File: src/rtl/temp_seq_pkg.sv
package temp_seq_pkg;

    typedef enum logic [1:0] {
        ST_IDLE   = 2'd0,
        ST_LOCAL  = 2'd1,
        ST_REMOTE = 2'd2
    } seq_state_e;

    localparam int RATE_TOP_CODE = 10;
    localparam int EXT_SHIFT_DEG = 64;

    typedef struct packed {
        logic [7:0] local_t;
        logic [9:0] remote_q;
    } temp_result_t;

    function automatic int clamp_int(input int v, input int lo, input int hi);
        if (v < lo) return lo;
        if (v > hi) return hi;
        return v;
    endfunction

    function automatic logic [3:0] eff_rate(input logic [7:0] code);
        if (code > 8'(RATE_TOP_CODE)) return 4'(RATE_TOP_CODE);
        return code[3:0];
    endfunction

    // quarter-degree reading -> whole degrees (floor), range shifted, clamped
    function automatic logic [7:0] fmt_local(input int q, input logic ext);
        int d;
        d = q >>> 2;
        if (ext) d = d + EXT_SHIFT_DEG;
        return 8'(clamp_int(d, 0, ext ? 255 : 127));
    endfunction

    // quarter-degree reading -> 10-bit quarter-degree code, range shifted, clamped
    function automatic logic [9:0] fmt_remote(input int q, input logic ext);
        int v;
        v = q;
        if (ext) v = v + EXT_SHIFT_DEG * 4;
        return 10'(clamp_int(v, 0, ext ? 1023 : 511));
    endfunction

endpackage

File: src/rtl/rate_timer.sv
module rate_timer #(
    parameter int CLK_HZ = 100_000_000
) (
    input  logic       clk,
    input  logic       rst,
    input  logic       standby,
    input  logic [7:0] rate_code,
    output logic       tick
);
    import temp_seq_pkg::*;

    localparam longint BASE  = longint'(CLK_HZ) * 16;
    localparam int     CNT_W = $clog2(BASE + 1);

    logic [CNT_W-1:0] base_cycles;
    logic [CNT_W-1:0] period_m1;
    logic [CNT_W-1:0] cnt;

    assign base_cycles = CNT_W'(BASE);
    assign period_m1   = (base_cycles >> eff_rate(rate_code)) - CNT_W'(1);
    assign tick        = !standby && (cnt >= period_m1);

    always_ff @(posedge clk) begin
        if (rst || standby) begin
            cnt <= '0;
        end else if (tick) begin
            cnt <= '0;
        end else begin
            cnt <= cnt + CNT_W'(1);
        end
    end
endmodule

File: src/rtl/conv_seq_fsm.sv
module conv_seq_fsm (
    input  logic clk,
    input  logic rst,
    input  logic tick,
    input  logic standby,
    input  logic oneshot_wr,
    input  logic adc_ack,
    output logic adc_req,
    output logic adc_sel,
    output logic busy,
    output logic cap_local,
    output logic commit
);
    import temp_seq_pkg::*;

    seq_state_e state;
    logic       standby_q;
    logic       abort;
    logic       start;

    assign abort     = standby && !standby_q;
    assign start     = tick || (standby && oneshot_wr);
    assign busy      = (state != ST_IDLE);
    assign adc_req   = busy;
    assign adc_sel   = (state == ST_REMOTE);
    assign cap_local = (state == ST_LOCAL)  && adc_ack && !abort;
    assign commit    = (state == ST_REMOTE) && adc_ack && !abort;

    always_ff @(posedge clk) begin
        if (rst) begin
            state     <= ST_IDLE;
            standby_q <= 1'b0;
        end else begin
            standby_q <= standby;
            case (state)
                ST_IDLE: begin
                    if (start) state <= ST_LOCAL;
                end
                ST_LOCAL: begin
                    if (abort)        state <= ST_IDLE;
                    else if (adc_ack) state <= ST_REMOTE;
                end
                ST_REMOTE: begin
                    if (abort || adc_ack) state <= ST_IDLE;
                end
                default: state <= ST_IDLE;
            endcase
        end
    end
endmodule

File: src/rtl/result_store.sv
module result_store #(
    parameter int RAW_W = 12
) (
    input  logic             clk,
    input  logic             rst,
    input  logic             cap_local,
    input  logic             commit,
    input  logic             ext_range,
    input  logic [7:0]       ofs_hi,
    input  logic [1:0]       ofs_frac,
    input  logic [RAW_W-1:0] adc_data,
    output logic             done,
    output logic [7:0]       local_temp,
    output logic [7:0]       remote_hi,
    output logic [7:0]       remote_lo
);
    import temp_seq_pkg::*;

    localparam int OFS_W = 10;

    logic [RAW_W-1:0] local_raw;
    logic [OFS_W-1:0] ofs_q;
    int               remote_sum;
    temp_result_t     res;

    assign ofs_q      = {ofs_hi, ofs_frac};
    assign remote_sum = int'($signed(adc_data)) + int'($signed(ofs_q));

    always_ff @(posedge clk) begin
        if (rst) begin
            local_raw <= '0;
            res       <= '0;
            done      <= 1'b0;
        end else begin
            done <= commit;
            if (cap_local) local_raw <= adc_data;
            if (commit) begin
                res.local_t  <= fmt_local(int'($signed(local_raw)), ext_range);
                res.remote_q <= fmt_remote(remote_sum, ext_range);
            end
        end
    end

    assign local_temp = res.local_t;
    assign remote_hi  = res.remote_q[9:2];
    assign remote_lo  = {res.remote_q[1:0], 6'b0};
endmodule

File: src/rtl/temp_conv_seq.sv
module temp_conv_seq #(
    parameter int CLK_HZ = 100_000_000,
    parameter int RAW_W  = 12
) (
    input  logic             clk,
    input  logic             rst,
    input  logic [7:0]       rate_code,
    input  logic             standby,
    input  logic             ext_range,
    input  logic             oneshot_wr,
    input  logic [7:0]       ofs_hi,
    input  logic [1:0]       ofs_frac,
    output logic             adc_req,
    output logic             adc_sel,
    input  logic             adc_ack,
    input  logic [RAW_W-1:0] adc_data,
    output logic             busy,
    output logic             done,
    output logic [7:0]       local_temp,
    output logic [7:0]       remote_hi,
    output logic [7:0]       remote_lo
);
    logic tick;
    logic cap_local;
    logic commit;

    rate_timer #(.CLK_HZ(CLK_HZ)) u_timer (
        .clk       (clk),
        .rst       (rst),
        .standby   (standby),
        .rate_code (rate_code),
        .tick      (tick)
    );

    conv_seq_fsm u_fsm (
        .clk        (clk),
        .rst        (rst),
        .tick       (tick),
        .standby    (standby),
        .oneshot_wr (oneshot_wr),
        .adc_ack    (adc_ack),
        .adc_req    (adc_req),
        .adc_sel    (adc_sel),
        .busy       (busy),
        .cap_local  (cap_local),
        .commit     (commit)
    );

    result_store #(.RAW_W(RAW_W)) u_store (
        .clk        (clk),
        .rst        (rst),
        .cap_local  (cap_local),
        .commit     (commit),
        .ext_range  (ext_range),
        .ofs_hi     (ofs_hi),
        .ofs_frac   (ofs_frac),
        .adc_data   (adc_data),
        .done       (done),
        .local_temp (local_temp),
        .remote_hi  (remote_hi),
        .remote_lo  (remote_lo)
    );
endmodule

File: config.mk
export PLATFORM = sky130hd
export DESIGN_NAME = temp_conv_seq
export DESIGN_NICKNAME = d
export VERILOG_FILES = /design/src/rtl/temp_seq_pkg.sv /design/src/rtl/rate_timer.sv /design/src/rtl/conv_seq_fsm.sv /design/src/rtl/result_store.sv /design/src/rtl/temp_conv_seq.sv
export SDC_FILE = /design/constraint.sdc
export NUM_CORES = 1
export LEC_CHECK = 0
export BUFFER_PORTS_ARGS = -buffer_cell sky130_fd_sc_hd__buf_2
export CAP_MARGIN = 25
export CORE_UTILIZATION = 65
export CTS_BUF_LIST = sky130_fd_sc_hd__clkbuf_8
export DETAILED_ROUTE_END_ITERATION = 16
export PLACE_DENSITY = 0.89
export SETUP_SLACK_MARGIN = 0.15
export SYNTH_ARGS = -nofsm -noshare
export SYNTH_HDL_FRONTEND = slang
export SYNTH_SLANG_ARGS = --single-unit
export TNS_END_PERCENT = 30
File: constraint.sdc
create_clock -name clk -period 9.9 [get_ports clk]
set_input_delay 0.495 -clock clk [delete_from_list [all_inputs] [get_ports clk]]
set_output_delay 0.495 -clock clk [all_outputs]
set_load 0.03 [all_outputs]
-- Yosys cells after proc, flatten, opt, wreduce, memory -nomap -nowiden
Index checks and enable logic that the tools add are counted.
- flip-flop bits (word level): 65
- bits of input ports: 36
- output and inout port bits: 28
- word-level logic and storage cells: 77
- add/sub/neg operators: 5
- magnitude comparators: 6
- equal/unequal tests: 5
- shift-type cells: 1
- muxes and demuxes: 36
- reduce and logical (&&, ||, !) cells: 17
- operator list (operator ; count):
    32-bit two-way mux ; 6
    32-bit by 1-bit < comparator with 1-bit output (second input constant) ; 2
    10-bit two-way mux ; 4
    32-bit by 10-bit adder with 32-bit output (second input constant) ; 1
    32-bit by 11-bit greater-than comparator with 1-bit output ; 1
    32-bit by 9-bit greater-than comparator with 1-bit output ; 1
    8-bit two-way mux ; 4
    31-bit by 1-bit adder with 31-bit output (second input constant) ; 1
    31-bit >= comparator ; 1
    31-bit by 4-bit right shift with 31-bit output (first input constant) ; 1
    31-bit by 1-bit subtractor with 31-bit output (second input constant) ; 1
    1-bit two-way mux ; 15
    12-bit by 10-bit adder with 13-bit output ; 1
    10-bit by 8-bit adder with 11-bit output (second input constant) ; 1
    8-bit by 4-bit greater-than comparator with 1-bit output (second input constant) ; 1
    2-bit two-way mux ; 4
    4-bit two-way mux ; 2
    1-bit logical AND ; 7
    2-bit case mux with 3 select lines ; 1
    2-bit by 1-bit != test with 1-bit output (second input constant) ; 2
    1-bit zero test ; 3
    1-bit logical OR ; 3
    3-bit by 2-bit != test with 1-bit output (second input constant) ; 1
    3-bit AND reduction ; 1
    other kinds (5) ; 5

-- Logic depth before layout (Yosys ltp)
Gate-level depths: netlist of the first run.
- depth in word-level cells: 15
- depth in mapped cells: 18
- mapped depth without buffers: 18

-- Cells and area by module
A second synthesis of the first run with hierarchy kept.
- cells, all modules: 607
- area total of the unflattened synthesis: 5007.3 um2
- modules (own cells, without submodules) (module ; instances ; cells an instance ; area an instance (um2) ; seq. area each (um2)):
    rate_timer ; 1 ; 322 ; 2656.3 ; 620.6
    result_store ; 1 ; 267 ; 2167.1 ; 580.6
    conv_seq_fsm ; 1 ; 18 ; 183.9 ; 60.1

-- Worst setup path before layout of the first run
Ideal clock, no wire load.
- path kind: input port to flip-flop
- from: input ofs_frac[0]
- to: register u_store.res (netlist bit u_store.remote_hi[3])
- setup time: 0.153 ns
- arrival time: 3.774 ns
- required time: 9.747 ns
- path slack: 5.973 ns
- stages on the path: 17
- buffers on the path: 0
- cell sequence: ha_1 -> fa_1 -> a21o_1 -> a221oi_2 -> o21ai_0 -> xnor2_1 -> inv_1 -> ha_1 -> inv_1 -> nor3_1 -> inv_1 -> ha_1 -> nand4b_1 -> nor3_1 -> nand4b_1 -> o21ai_0 -> a41oi_1
- word-level cells in the longest chain between the ends: 12
- elaborated cells between the ends (all ways): 17
- classes of those cells: add/sub: 2; order compare: 2; mux: 13
- RTL lines (what ; RTL line ; RTL):
    start: declaration ; temp_conv_seq.sv:12 ; input logic [1:0] ofs_frac,
    12-bit by 10-bit adder with 13-bit output (*) ; result_store.sv:27 ; assign remote_sum = int'($signed(adc_data)) + int'($signed(ofs_q));
    32-bit by 10-bit adder with 32-bit output ; temp_seq_pkg.sv:40 ; if (ext) v = v + EXT_SHIFT_DEG * 4;
    32-bit two-way mux (*) ; temp_seq_pkg.sv:40 ;
    32-bit two-way mux (*) ; result_store.sv:37 ; if (commit) begin
    32-bit two-way mux (*) ; result_store.sv:30 ; if (rst) begin
    32-bit by 11-bit greater-than comparator with 1-bit output ; temp_seq_pkg.sv:19 ; if (v > hi) return hi;
    1-bit two-way mux (2 in a row) ; temp_seq_pkg.sv:19 ;
    1-bit two-way mux ; result_store.sv:37 ;
    1-bit two-way mux ; result_store.sv:30 ;
    10-bit two-way mux ; temp_seq_pkg.sv:20 ; return v;
    10-bit two-way mux (*) ; temp_seq_pkg.sv:19 ;
    end: declaration ; result_store.sv:24 ; temp_result_t res;
Every way passes the cells marked *; elsewhere a longest branch is shown, timed or not. The select of a mux whose other input is x is not followed.
A chain may end at the register's enable or synchronous reset.

-- Worst setup path after layout of the first run
- from: input ofs_frac[0]
- to: register u_store.res (netlist bit u_store.remote_hi[0])
Same word-level chain as after synthesis.

==> results of run 1 <==
layout make-up:
| cell class | instances | area [µm²] | share of cell area (%) |
|---|---|---|---|
| clock buffer | 11 | 151 | 3.03 |
| clock inverter | 5 | 33.8 | 0.676 |
| inverter | 17 | 63.8 | 1.28 |
| multi-input combinational | 470 | 3100 | 62.0 |
| sequential | 63 | 1260 | 25.3 |
| tap | 80 | 100 | 2.00 |
| timing repair buffer | 57 | 285 | 5.71 |
layer usage:
| layer | global-route usage [%] | share of wire [%] | up-vias |
|---|---|---|---|
| li1 | - | - | 2130 |
| met1 | 36.5 | 43 | 1974 |
| met2 | 52.8 | 50 | 136 |
| met3 | 4.43 | 4.7 | 27 |
| met4 | 12.1 | 2.3 | 0 |
| met5 | 0 | 0 | - |
worst max-delay path by stage:
| stage | startpoint | endpoint | slack (ns) | cells past startpoint |
|---|---|---|---|---|
| final | ofs_frac[0] | u_store.remote_hi[0] | 5.49 | 18 |
| after global routing | ofs_frac[0] | u_store.remote_hi[3] | 5.17 | 18 |
| after CTS | ofs_frac[0] | u_store.remote_hi[0] | 5.50 | 18 |
| after global placement | ofs_frac[0] | u_store.remote_hi[7] | 5.30 | 18 |
| after floorplan | ofs_frac[0] | u_store.remote_hi[3] | 5.97 | 17 |
| after detailed placement | ofs_frac[0] | u_store.remote_hi[3] | 5.16 | 18 |
sequential cells by signal, indices dropped and copies added, names as in the netlist:
signal              count
u_store.local_temp      8
u_timer.cnt            31
u_store.done            1
u_store.local_raw      10
u_fsm.state             2
u_fsm.standby_q         1
u_store.remote_lo       2
u_store.remote_hi       8
metrics by stage:
stage / utilization (%) / instances
floorplan: - / 578
global placement: 71.2 / 687
CTS: 73.9 / 703
global route: 73.9 / 703
detailed placement: 71.2 / 687
finish: 73.9 / 703
power groups by stage:
stage / logic [mW] / clock network, mW / registers, mW
2_1_floorplan: 0.0911 / 0 / 0.264
3_3_place_gp: 0.113 / 0 / 0.264
3_5_place_dp: 0.117 / 0 / 0.264
4_1_cts: 0.118 / 0.209 / 0.258
5_1_grt: 0.133 / 0.221 / 0.258
6_report: 0.119 / 0.210 / 0.258
critical path, stage by stage:
cell	delay (ns)
buf_2	0.10
ha_1	0.26
fa_1	0.42
a21o_1	0.22
a221oi_2	0.37
o21ai_0	0.16
xnor2_1	0.21
inv_1	0.09
ha_1	0.14
inv_1	0.06
nor3_1	0.37
inv_1	0.12
ha_1	0.30
nand4b_1	0.08
nor3_1	0.15
nand4b_1	0.17
o21ai_0	0.65
a32oi_1	0.23
Yosys cell counts (3+ instances only):
| library cell | number | share of area, % |
|---|---|---|
| a211oi_1 | 3 | 0.50 |
| inv_1 | 17 | 1.4 |
| and3_1 | 10 | 1.4 |
| ha_1 | 52 | 14 |
| nand2_1 | 51 | 4.2 |
| nor2b_1 | 7 | 0.96 |
| buf_4 | 7 | 1.2 |
| mux2i_1 | 12 | 2.6 |
| clkbuf_1 | 18 | 1.5 |
| o211ai_1 | 9 | 1.5 |
| nor2_1 | 79 | 6.5 |
| xor2_1 | 23 | 4.4 |
| nor3b_1 | 3 | 0.50 |
| nor3_1 | 7 | 0.77 |
| nor4_1 | 6 | 0.83 |
| o21ai_0 | 27 | 3.0 |
| a21oi_1 | 43 | 4.7 |
| nand4_1 | 8 | 1.1 |
| o21a_1 | 4 | 0.66 |
| nand3_1 | 27 | 3.0 |
| nand2b_1 | 6 | 0.83 |
| dfxtp_1 | 63 | 28 |
| a21o_1 | 13 | 2.1 |
| xnor2_1 | 18 | 3.5 |
| a311oi_1 | 3 | 0.58 |
| a221oi_1 | 3 | 0.58 |
| a32oi_1 | 7 | 1.3 |
cells by family after synthesis:
logic type / after synthesis / share of synthesized area [%]
AOI/OAI and AO/OA: 131 / 18.6
xor gates and xnor gates: 41 / 7.90
other: 2 / 0.165
and+or+nand+nor: 222 / 23.0
muxes: 14 / 3.14
DFF: 63 / 27.8
buffers and inverters: 45 / 4.63
adders and majority gates: 53 / 14.8
layout by cell type, fill, tap and decap left out, types with 3 or more instances in the layout:
cell type,count
nor2_1,79
dfxtp_1,63
buf_2,57
ha_1,52
nand2_1,51
a21oi_1,43
o21ai_0,27
nand3_1,27
xor2_1,23
inv_1,18
xnor2_1,18
a21o_1,13
mux2i_1,12
clkbuf_8,11
and3_1,10
o211ai_1,9
conb_1,9
nand4_1,8
nor3_1,7
nor2b_1,7
a32oi_1,7
nor4_1,6
nand2b_1,6
o21a_1,4
clkinvlp_4,4
nor3b_1,3
a211oi_1,3
a221oi_1,3
a311oi_1,3
==> results by group, run 1 <==
Pwr
  • Gate power share: between 20% and 30%
  • Leak pwr: between 2 and 2.5 nW
  • Tot Pwr: ~0.6 mW
  • Sw frac: about 31%
  • Max VDD drop: 72.9 µV
  • Clock share of power: a little over a third
  • Power Dens Cells: 118 mW/mm²
  • Sw Pwr: between 0.15 and 0.2 mW
  • Sequential Power Share: between 40% and 50%
  • Int Power: approximately 0.4 mW

Synth
  • Number of enable flip-flop cells after synthesis: 0
  • Avg Inst Size Synth: ~8.0 µm²
  • Post-synthesis sequential area ratio: 27.8%
  • Synthesized area: ~0.0045 mm²
  • YS warnings: 0
  • Post-synthesis cell type count: 58
  • Syn Inst Count: roughly 570
  • Post-synth top flop: dfxtp_1
  • Synthesized flop and latch total: 63
  • Asr flop ratio synth: 0%

Min path
  • Path category of the worst min-delay check: in -> reg
  • WHS Endpoint: u_store.local_raw[8]
  • Worst Hold Path Cells: 3
  • Min-delay src: adc_data[8]

Clock tree
  • Post-CTS Hold Fix Bufs: 0
  • # resized after CTS: 0
  • CTS Sinks: 63
  • Setup Fix Bufs, Post-CTS: 0
  • H-Tree Depth: 3
  • Clk slew on worst S/H paths: 0.08 ns
  • Cts bufs inserted: 9
  • Deepest clock path buffer count: 2
  • Root Buffer: clkbuf_8
  • CTS tree: yes
  • Worst skew pair latency: 0.35 ns

Placement
  • Port-buffer cells: 57
  • Post-DP HPWL: ~8.1 mm
  • Post-place setup slack: between 5 and 6 ns
  • Placed Area: approximately 0.0048 mm²
  • GPL Wtd Cong: a little under 1

STA
  • Endpoints failing hold: 0
  • Clock Skew: 0.00968 ns
  • Hold slack final: between 0.4 and 0.5 ns
  • Aggregate negative setup slack: 0 ns
  • Final setup violating endpoints: 0
  • Final Max Slew Viols: 0
  • Max Clk Rate: around 230 MHz
  • Min cycle time layout: between 4 and 5 ns
  • Worst Max-Slew Pin Slew: roughly 1 ns
  • Setup WS post-layout: around 5.5 ns
  • RSZ-0062 raised after global routing: false
  • Period Utilization, post-route: about 45%
  • Slew headroom: 32.6%

Detailed routing
  • Antenna-violating nets left: 0
  • # DRC: 0
  • Vias/cell: between 6 and 7
  • DRT Pass-1 Iters: 5
  • Final WL: 10.7 mm
  • Post-DR wirelength/cell: between 15 and 20 µm
  • DRT iter0 DRCs: 264
  • Routed via count: 4267

Setup path
  • Worst-path maximum fanout: 6
  • Crit path kind: in -> reg
  • Worst R2R End: u_timer.cnt[4]
  • Critical Path AT: about 4.6 ns
  • Crit Reg-Reg Startpoint: u_timer.cnt[0]
  • Worst EP required: 10.09 ns
  • Critical Path Source Type: input port
  • Reg2reg path depth: 10
  • Critical path capture point type: flip-flop
  • Reg2Reg Setup Slack: 6.80 ns

Final layout
  • Final non-filler cell area: ~0.005 mm²
  • Fraction of layout cells with a size suffix above 1: about 13%
  • Layout area overhead: 9.91%
  • Filler cells: 527
  • Nets: about 710
  • Diodes inserted: 0

Global route
  • GR Overflow Total: 0
  • Initial antenna violation count: 0
  • GRT Overall Usage: around 30%
  • Vias in the first global route: a little under 4k
  • First-pass GRT wire length: around 18 mm
  • Pin count of the biggest net entering global routing: 32

Outcome
  • Status: finished, final reports clean

Floorplan
  • Die ar.: ~0.0073 mm²
  • Core ar.: 0.00676 mm²
  • Row count: 30
  • I/O pins: 64
  • Die height: roughly 86 µm
  • Starting density of the core: 67.3%
  • Die Width: 85.6 µm

Run
  • Total of max-cap violations: 0
Note: power is estimated with default switching activity, not from simulation.
==> run 2: changes to the inputs <==
--- a/config.mk
+++ b/config.mk
@@ -5,12 +5,13 @@
 export SDC_FILE = /design/constraint.sdc
 export NUM_CORES = 1
 export LEC_CHECK = 0
+export ABC_AREA = 1
 export BUFFER_PORTS_ARGS = -buffer_cell sky130_fd_sc_hd__buf_2
 export CAP_MARGIN = 25
-export CORE_UTILIZATION = 65
+export CORE_UTILIZATION = 55
 export CTS_BUF_LIST = sky130_fd_sc_hd__clkbuf_8
 export DETAILED_ROUTE_END_ITERATION = 16
-export PLACE_DENSITY = 0.89
+export PLACE_DENSITY = 0.79
 export SETUP_SLACK_MARGIN = 0.15
 export SYNTH_ARGS = -nofsm -noshare
 export SYNTH_HDL_FRONTEND = slang
==> constraint.sdc (replaced) <==
create_clock -name clk -period 3.88 [get_ports clk]
set_input_delay 0.194 -clock clk [delete_from_list [all_inputs] [get_ports clk]]
set_output_delay 0.194 -clock clk [all_outputs]
set_load 0.03 [all_outputs]
==> results by group, run 2 <==
Clock tree
  • Clk slew on worst S/H paths: 0.07 ns (about the same)
  • Post-CTS Hold Fix Bufs: 0 (unchanged)
  • H-Tree Depth: 3 (unchanged)
  • Cts bufs inserted: 9 (unchanged)
  • CTS Sinks: 63 (unchanged)
  • Setup Fix Bufs, Post-CTS: 0 (unchanged)
  • CTS tree: yes
  • Worst skew pair latency: 0.35 ns (about the same)
  • # resized after CTS: 0 (unchanged)
  • Deepest clock path buffer count: 2 (unchanged)
  • Root Buffer: clkbuf_8

Detailed routing
  • Antenna-violating nets left: 0 (unchanged)
  • Post-DR wirelength/cell: 13.3 µm (-13%)
  • Vias/cell: 5.35 (-12%)
  • Final WL: 12.0 mm (+12%)
  • DRT Pass-1 Iters: 5 (unchanged)
  • # DRC: 0 (unchanged)
  • Routed via count: 4823 (+13%)
  • DRT iter0 DRCs: 225 (-15%)

Synth
  • Area leader, netlist: dfxtp_1
  • Area contributors post-synth: dfxtp_1, ha_1, nand2_1
  • Avg Inst Size Synth: 6.76 µm² (-15%)
  • Post-synthesis sequential area ratio: 25.6% (-2.2 points)
  • Top-count cell post-synth: nand2_1
  • Synthesized area: 0.00493 mm² (+8.6%)
  • YS warnings: 0 (unchanged)
  • Asr flop ratio synth: 0% (unchanged)
  • Syn Inst Count: 730 (+28%)
  • Post-synthesis cell type count: 46 (-21%)
  • Post-synth top flop: dfxtp_1
  • Post-synth top area share: 25.6% (-2.2 points)
  • Synthesized flop and latch total: 63 (unchanged)
  • Top post-synthesis cells by count: nand2_1, nor2_1, inv_1
  • Number of enable flip-flop cells after synthesis: 0 (unchanged)

Setup path
  • Critical path capture point type: flip-flop
  • Crit Reg-Reg Startpoint: u_fsm.state[1]
  • Reg2Reg Setup Slack: 1.67 ns (-5.13 ns)
  • Critical Path Source Type: input port
  • Crit path kind: in -> reg
  • Max incr delay on CP: 0.43 ns (-0.22 ns)
  • Critical Path AT: 3.48 ns (-1.12 ns)
  • Worst R2R End: u_store.local_temp[0]
  • Cell mode on critical path: nand2_1
  • Reg2reg path depth: 6 (-4)
  • Worst EP required: 4.09 ns (-6.00 ns)
  • Worst-path maximum fanout: 8 (+2)
  • Worst path slowest cell: fa_1

Global route
  • Pin count of the biggest net entering global routing: 32 (unchanged)
  • Vias in the first global route: 4464 (+14%)
  • First-pass GRT wire length: 20.2 mm (+15%)
  • GR Overflow Total: 0 (unchanged)
  • Initial antenna violation count: 0 (unchanged)
  • GRT Overall Usage: 26.2% (-3.7 points)

Final layout
  • Most common cell after layout, fill and taps aside: nand2_1
  • FF+latch area: 0.00126 mm² (unchanged)
  • Nets: 878 (+24%)
  • Max reg flops: 31 (unchanged)
  • Fraction of layout cells with a size suffix above 1: 15.0% (+2.1 points)
  • Layout area overhead: 12.7%
  • Diodes inserted: 0 (unchanged)
  • Largest regs: u_timer.cnt (31), u_store.local_raw (10)
  • Filler cells: 805 (+53%)
  • Core Util, Final: 63.7% (-10 points)
  • Biggest register: u_timer.cnt
  • Most frequent cells in the layout: nand2_1, nor2_1, inv_1
  • Multi-input logic area: 0.00328 mm² (+5.9%)

Floorplan
  • Die Width: 96.7 µm (+13%)
  • Die height: 96.7 µm (+13%)
  • Starting density of the core: 56.6% (-11 points)
  • Core ar.: 0.00872 mm² (+29%)
  • Row count: 34 (+13%)
  • Die ar.: 0.00935 mm² (+28%)
  • I/O pins: 64 (unchanged)

Pwr
  • Max VDD drop: 164 µV (+130%)
  • Power Dens Cells: 301 mW/mm² (+160%)
  • Tot Pwr: 1.68 mW (+190%)
  • Leak pwr: 2.64 nW (+19%)

STA
  • Hold slack final: 0.122 ns (-0.279 ns)
  • Aggregate negative setup slack: 0 ns (unchanged)
  • Worst Max-Slew Pin Slew: 0.757 ns (-0.253 ns)
  • Setup WS post-layout: 0.610 ns (-4.88 ns)
  • Final setup violating endpoints: 0 (unchanged)
  • Slew headroom: 49.4% (+17 points)
  • Endpoints failing hold: 0 (unchanged)
  • Max Clk Rate: 306 MHz
  • Final Max Slew Viols: 0 (unchanged)
  • RSZ-0062 raised after global routing: false
  • Clock Skew: 0.0117 ns (+0.00205 ns)
  • Period Utilization, post-route: 84.3%
  • Min cycle time layout: approximately 3.3 ns

Placement
  • GPL Wtd Cong: 0.971 (-1.0%)
  • Post-DP HPWL: 9.78 mm (+21%)
  • Port-buffer cells: 57 (unchanged)
  • Post-place setup slack: 0.267 ns (-4.89 ns)

Min path
  • WHS Endpoint: u_store.local_raw[2]
  • Path category of the worst min-delay check: in -> reg
  • Worst Hold Path Cells: 3 (unchanged)
  • Min-delay src: adc_data[2]

Outcome
  • Status: finished, final reports clean

Run
  • Total of max-cap violations: 0 (unchanged)
## run 2: cell types whose count changed after synthesis, sizes merged, moves of 9 or more
cell | before | now
clkbuf | 18 | 7
nand2 | 52 | 179
a21o | 13 | 0
a21oi | 43 | 58
and3 | 10 | 1
mux2i | 12 | 1
inv | 17 | 84
o21ai | 29 | 38
nor2 | 79 | 105
nand4 | 8 | 18
## run 2: kinds of logic after synthesis
kind of cell / after synthesis / synth area share, %
simple gates: 371 / 35.4
compound gates: 109 / 11.7
buf+inv: 103 / 8.45
flops: 63 / 25.6
fa+ha+maj: 53 / 13.6
xor+xnor: 28 / 4.97
other cells: 2 / 0.152
mux: 1 / 0.203
## run 2: power breakdown
part	total (mW)	leakage, nW	switching [mW]	internal (mW)
clock	0.721	0.126	0.286	0.436
combinational	0.292	2.01	0.192	0.101
sequential	0.663	0.509	0.00708	0.655
total	1.68	2.64	0.484	1.19
## run 2: final cells by class
type                       instances  area share [%]
clock buffer                       9            2.23
clock inverter                     7            2.30
inverter                          86            5.83
multi-input combinational        571            59.0
sequential                        63            22.7
tap                              108            2.43
timing repair buffer              58            5.49
## run 2: per-stage QoR
| step | instance area [µm²] | std cells |
|---|---|---|
| after floorplan | 4960 | 737 |
| after global placement | 5310 | 886 |
| after detailed placement | 5310 | 886 |
| after CTS | 5560 | 902 |
| after global routing | 5560 | 902 |
| final | 5560 | 902 |
## run 2: worst max path at each step
stage | slack, ns | end | cells past startpoint | from
floorplan | 0.77 | u_store.remote_hi[2] | 25 | ofs_frac[0]
detailed placement | 0.27 | u_store.remote_hi[5] | 26 | ofs_frac[0]
CTS | 0.63 | u_store.remote_hi[5] | 26 | ofs_frac[0]
finish | 0.61 | u_store.remote_hi[5] | 26 | ofs_frac[0]
global route | 0.29 | u_timer.cnt[2] | 22 | rate_code[7]
global placement | 0.44 | u_store.remote_hi[5] | 26 | ofs_frac[0]
## run 2: critical path: cells and delay by family
kind / cells / cell delay [ns]
adders and majority gates: 4 / 1.12
and+or+nand+nor: 19 / 1.90
buffers and inverters: 2 / 0.20
AOI/OAI and AO/OA: 1 / 0.06
## run 2: routing by layer
layer | global-route usage, % | wire, µm | vias up
met3 | 5.27 | 659 | 17
met5 | 0 | 0 | -
li1 | - | - | 2509
met1 | 35.5 | 5770 | 2179
met4 | 7.46 | 161 | 0
met2 | 42.1 | 5400 | 118
==> run 3: changes to the inputs <==
--- a/config.mk
+++ b/config.mk
@@ -5,13 +5,13 @@
 export SDC_FILE = /design/constraint.sdc
 export NUM_CORES = 1
 export LEC_CHECK = 0
-export ABC_AREA = 1
+export ABC_AREA = 0
 export BUFFER_PORTS_ARGS = -buffer_cell sky130_fd_sc_hd__buf_2
 export CAP_MARGIN = 25
-export CORE_UTILIZATION = 55
+export CORE_UTILIZATION = 60
 export CTS_BUF_LIST = sky130_fd_sc_hd__clkbuf_8
 export DETAILED_ROUTE_END_ITERATION = 16
-export PLACE_DENSITY = 0.79
+export PLACE_DENSITY = 0.83
 export SETUP_SLACK_MARGIN = 0.15
 export SYNTH_ARGS = -nofsm -noshare
 export SYNTH_HDL_FRONTEND = slang
==> constraint.sdc (replaced) <==
create_clock -name clk -period 3.05 [get_ports clk]
set_input_delay 0.1525 -clock clk [delete_from_list [all_inputs] [get_ports clk]]
set_output_delay 0.1525 -clock clk [all_outputs]
set_load 0.03 [all_outputs]
==> results by group, run 3 (synthesis gave the netlist of run 1 again) <==
Final layout
  • Biggest register: u_timer.cnt
  • Layout area overhead: 28.4%
  • Most common cell after layout, fill and taps aside: buf_4
  • Final non-filler cell area: 0.00584 mm² (+5.0%)
  • Largest regs: u_timer.cnt (31), u_store.local_raw (10)
  • Filler cells: 514 (-36%)
  • Core Util, Final: 80.0% (+16 points)
  • FF+latch area: 0.00126 mm² (unchanged)
  • Multi-input logic area: 0.00324 mm² (-1.2%)
  • Most frequent cells in the layout: buf_4, nor2_1, dfxtp_1
  • Diodes inserted: 0 (unchanged)
  • Fraction of layout cells with a size suffix above 1: 26.6% (+12 points)
  • Nets: 787 (-10%)
  • Max reg flops: 31 (unchanged)

Detailed routing
  • DRT Pass-1 Iters: 5 (unchanged)
  • Antenna-violating nets left: 0 (unchanged)
  • DRT iter0 DRCs: 268 (+19%)
  • Vias/cell: 5.95 (+11%)
  • # DRC: 0 (unchanged)
  • Post-DR wirelength/cell: 15.9 µm (+20%)
  • Final WL: 12.8 mm (+6.5%)
  • Routed via count: 4772 (-1.1%)

STA
  • Worst Max-Slew Pin Slew: 0.962 ns (+0.205 ns)
  • RSZ-0062 raised after global routing: true
  • Hold slack final: 0.123 ns (+0.000943 ns)
  • Final Max Slew Viols: 0 (unchanged)
  • Slew headroom: 35.6% (-14 points)
  • Setup WS post-layout: -0.212 ns (-0.822 ns)
  • Min cycle time layout: between 3 and 4 ns
  • Clock Skew: 0.00578 ns (-0.00595 ns)
  • Aggregate negative setup slack: -1.88 ns (-1.88 ns)
  • Final setup violating endpoints: 10 (+10)
  • Endpoints failing hold: 0 (unchanged)
  • Max Clk Rate: approximately 300 MHz
  • Period Utilization, post-route: 107%

Min path
  • WHS Endpoint: u_store.local_raw[11]
  • Min-delay src: adc_data[11]
  • Worst Hold Path Cells: 3 (unchanged)
  • Path category of the worst min-delay check: in -> reg

Global route
  • GR met2 Demand/Resource: 58.5% (+16 points)
  • GR Overflow Total: 0 (unchanged)
  • First-pass GRT wire length: 20.2 mm (about the same)
  • Met1 usage: 39.0% (+3.5 points)
  • GRT Overall Usage: 33.0% (+6.8 points)
  • Met3 Resource Use GR: 6.56% (+1.3 points)
  • Pin count of the biggest net entering global routing: 28 (-13%)
  • Busiest layer in global routing: met2
  • Vias in the first global route: 4499 (+0.78%)
  • Initial antenna violation count: 0 (unchanged)

Outcome
  • Failing checks: setup timing
  • Status: complete, but fails checks

Placement
  • Post-DP HPWL: 8.99 mm (-8.1%)
  • GPL Wtd Cong: 0.892 (-8.2%)
  • Port-buffer cells: 57 (unchanged)
  • Placed Area: 0.00544 mm² (+2.4%)
  • Post-place setup slack: -0.554 ns (-0.822 ns)

Setup path
  • Worst R2R End: u_timer.cnt[6]
  • Worst EP required: 3.26 ns (-0.83 ns)
  • Critical Path AT: 3.47 ns (about the same)
  • Crit Reg-Reg Startpoint: u_timer.cnt[16]
  • Critical path capture point type: flip-flop
  • Reg2Reg Setup Slack: 0.44 ns (-1.23 ns)
  • Reg2reg path depth: 10 (+4)
  • Critical Path Source Type: input port
  • Crit path kind: in -> reg
  • Worst-path maximum fanout: 4 (-4)

Clock tree
  • Deepest clock path buffer count: 2 (unchanged)
  • CTS Sinks: 63 (unchanged)
  • H-Tree Depth: 3 (unchanged)
  • Root Buffer: clkbuf_8
  • Cts bufs inserted: 9 (unchanged)
  • Clk slew on worst S/H paths: 0.07 ns (about the same)
  • CTS tree: yes
  • Worst skew pair latency: 0.35 ns (about the same)

Floorplan
  • Die ar.: 0.00793 mm² (-15%)
  • Die height: 89.0 µm (-7.9%)
  • Starting density of the core: 62.3% (+5.7 points)
  • Die Width: 89.0 µm (-7.9%)
  • I/O pins: 64 (unchanged)
  • Row count: 31 (-8.8%)
  • Core ar.: 0.00729 mm² (-16%)

Run
  • Total of max-cap violations: 0 (unchanged)

Pwr
  • Power Dens Cells: 384 mW/mm² (+27%)
  • Max VDD drop: 347 µV (+110%)
  • Leak pwr: 2.66 nW (+0.56%)
## run 3: layout make-up
cell class	count	area share (%)
timing repair buffer	137	15.7
sequential	63	21.6
clock inverter	6	1.59
tap	99	2.12
inverter	17	1.09
multi-input combinational	470	55.6
clock buffer	10	2.36
## run 3: metal layers
metal | routed length [µm] | up-vias
met2 | 6210 | 191
met4 | 396 | 0
met1 | 5310 | 2262
met5 | 0 | -
met3 | 854 | 41
li1 | - | 2278
## run 3: through the flow
step	cells	total power, mW
after floorplan	578	1.17
after global placement	777	1.34
after detailed placement	777	1.36
after CTS	798	2.21
after global routing	802	2.33
final	802	2.24
## run 3: worst max path at each step
| stage | end | depth (start not counted) | start | slack, ns |
|---|---|---|---|---|
| final | u_store.remote_hi[2] | 17 | adc_data[0] | -0.21 |
| after global routing | u_store.remote_hi[2] | 17 | adc_data[0] | -0.43 |
| after CTS | u_store.remote_hi[2] | 18 | adc_data[0] | -0.15 |
| after detailed placement | u_store.remote_hi[2] | 18 | ofs_frac[0] | -0.55 |
| after global placement | u_store.remote_hi[5] | 19 | ofs_frac[0] | -0.41 |
| after floorplan | u_store.remote_hi[2] | 18 | ofs_frac[0] | -0.22 |
## run 3: what timing repair did
item | CTS | global route
hold buffers | 0 | 0
endpoints found under the setup margin | 41 | 41
resized for setup | 12 | 15
gates cloned | 0 | 0
buffers inserted | 5 | 4
pin swaps | 16 | 9
## run 3: power by group
| group | internal [mW] | switching [mW] | total (mW) |
|---|---|---|---|
| clock | 0.486 | 0.359 | 0.845 |
| combinational | 0.257 | 0.303 | 0.560 |
| sequential | 0.830 | 0.00711 | 0.837 |
## run 3: critical path, stage by stage
cell and delay (ns):
buf_6 0.10, ha_4 0.16, buf_4 0.13, buf_4 0.12, a211oi_1 0.33, o211ai_1 0.24
a211oi_1 0.32, xor2_1 0.24, nor3_4 0.31, inv_2 0.07, ha_1 0.28, nand4b_1 0.12
nor3_2 0.13, nand4b_1 0.20, o21a_1 0.24, a21oi_2 0.19, a32oi_1 0.14
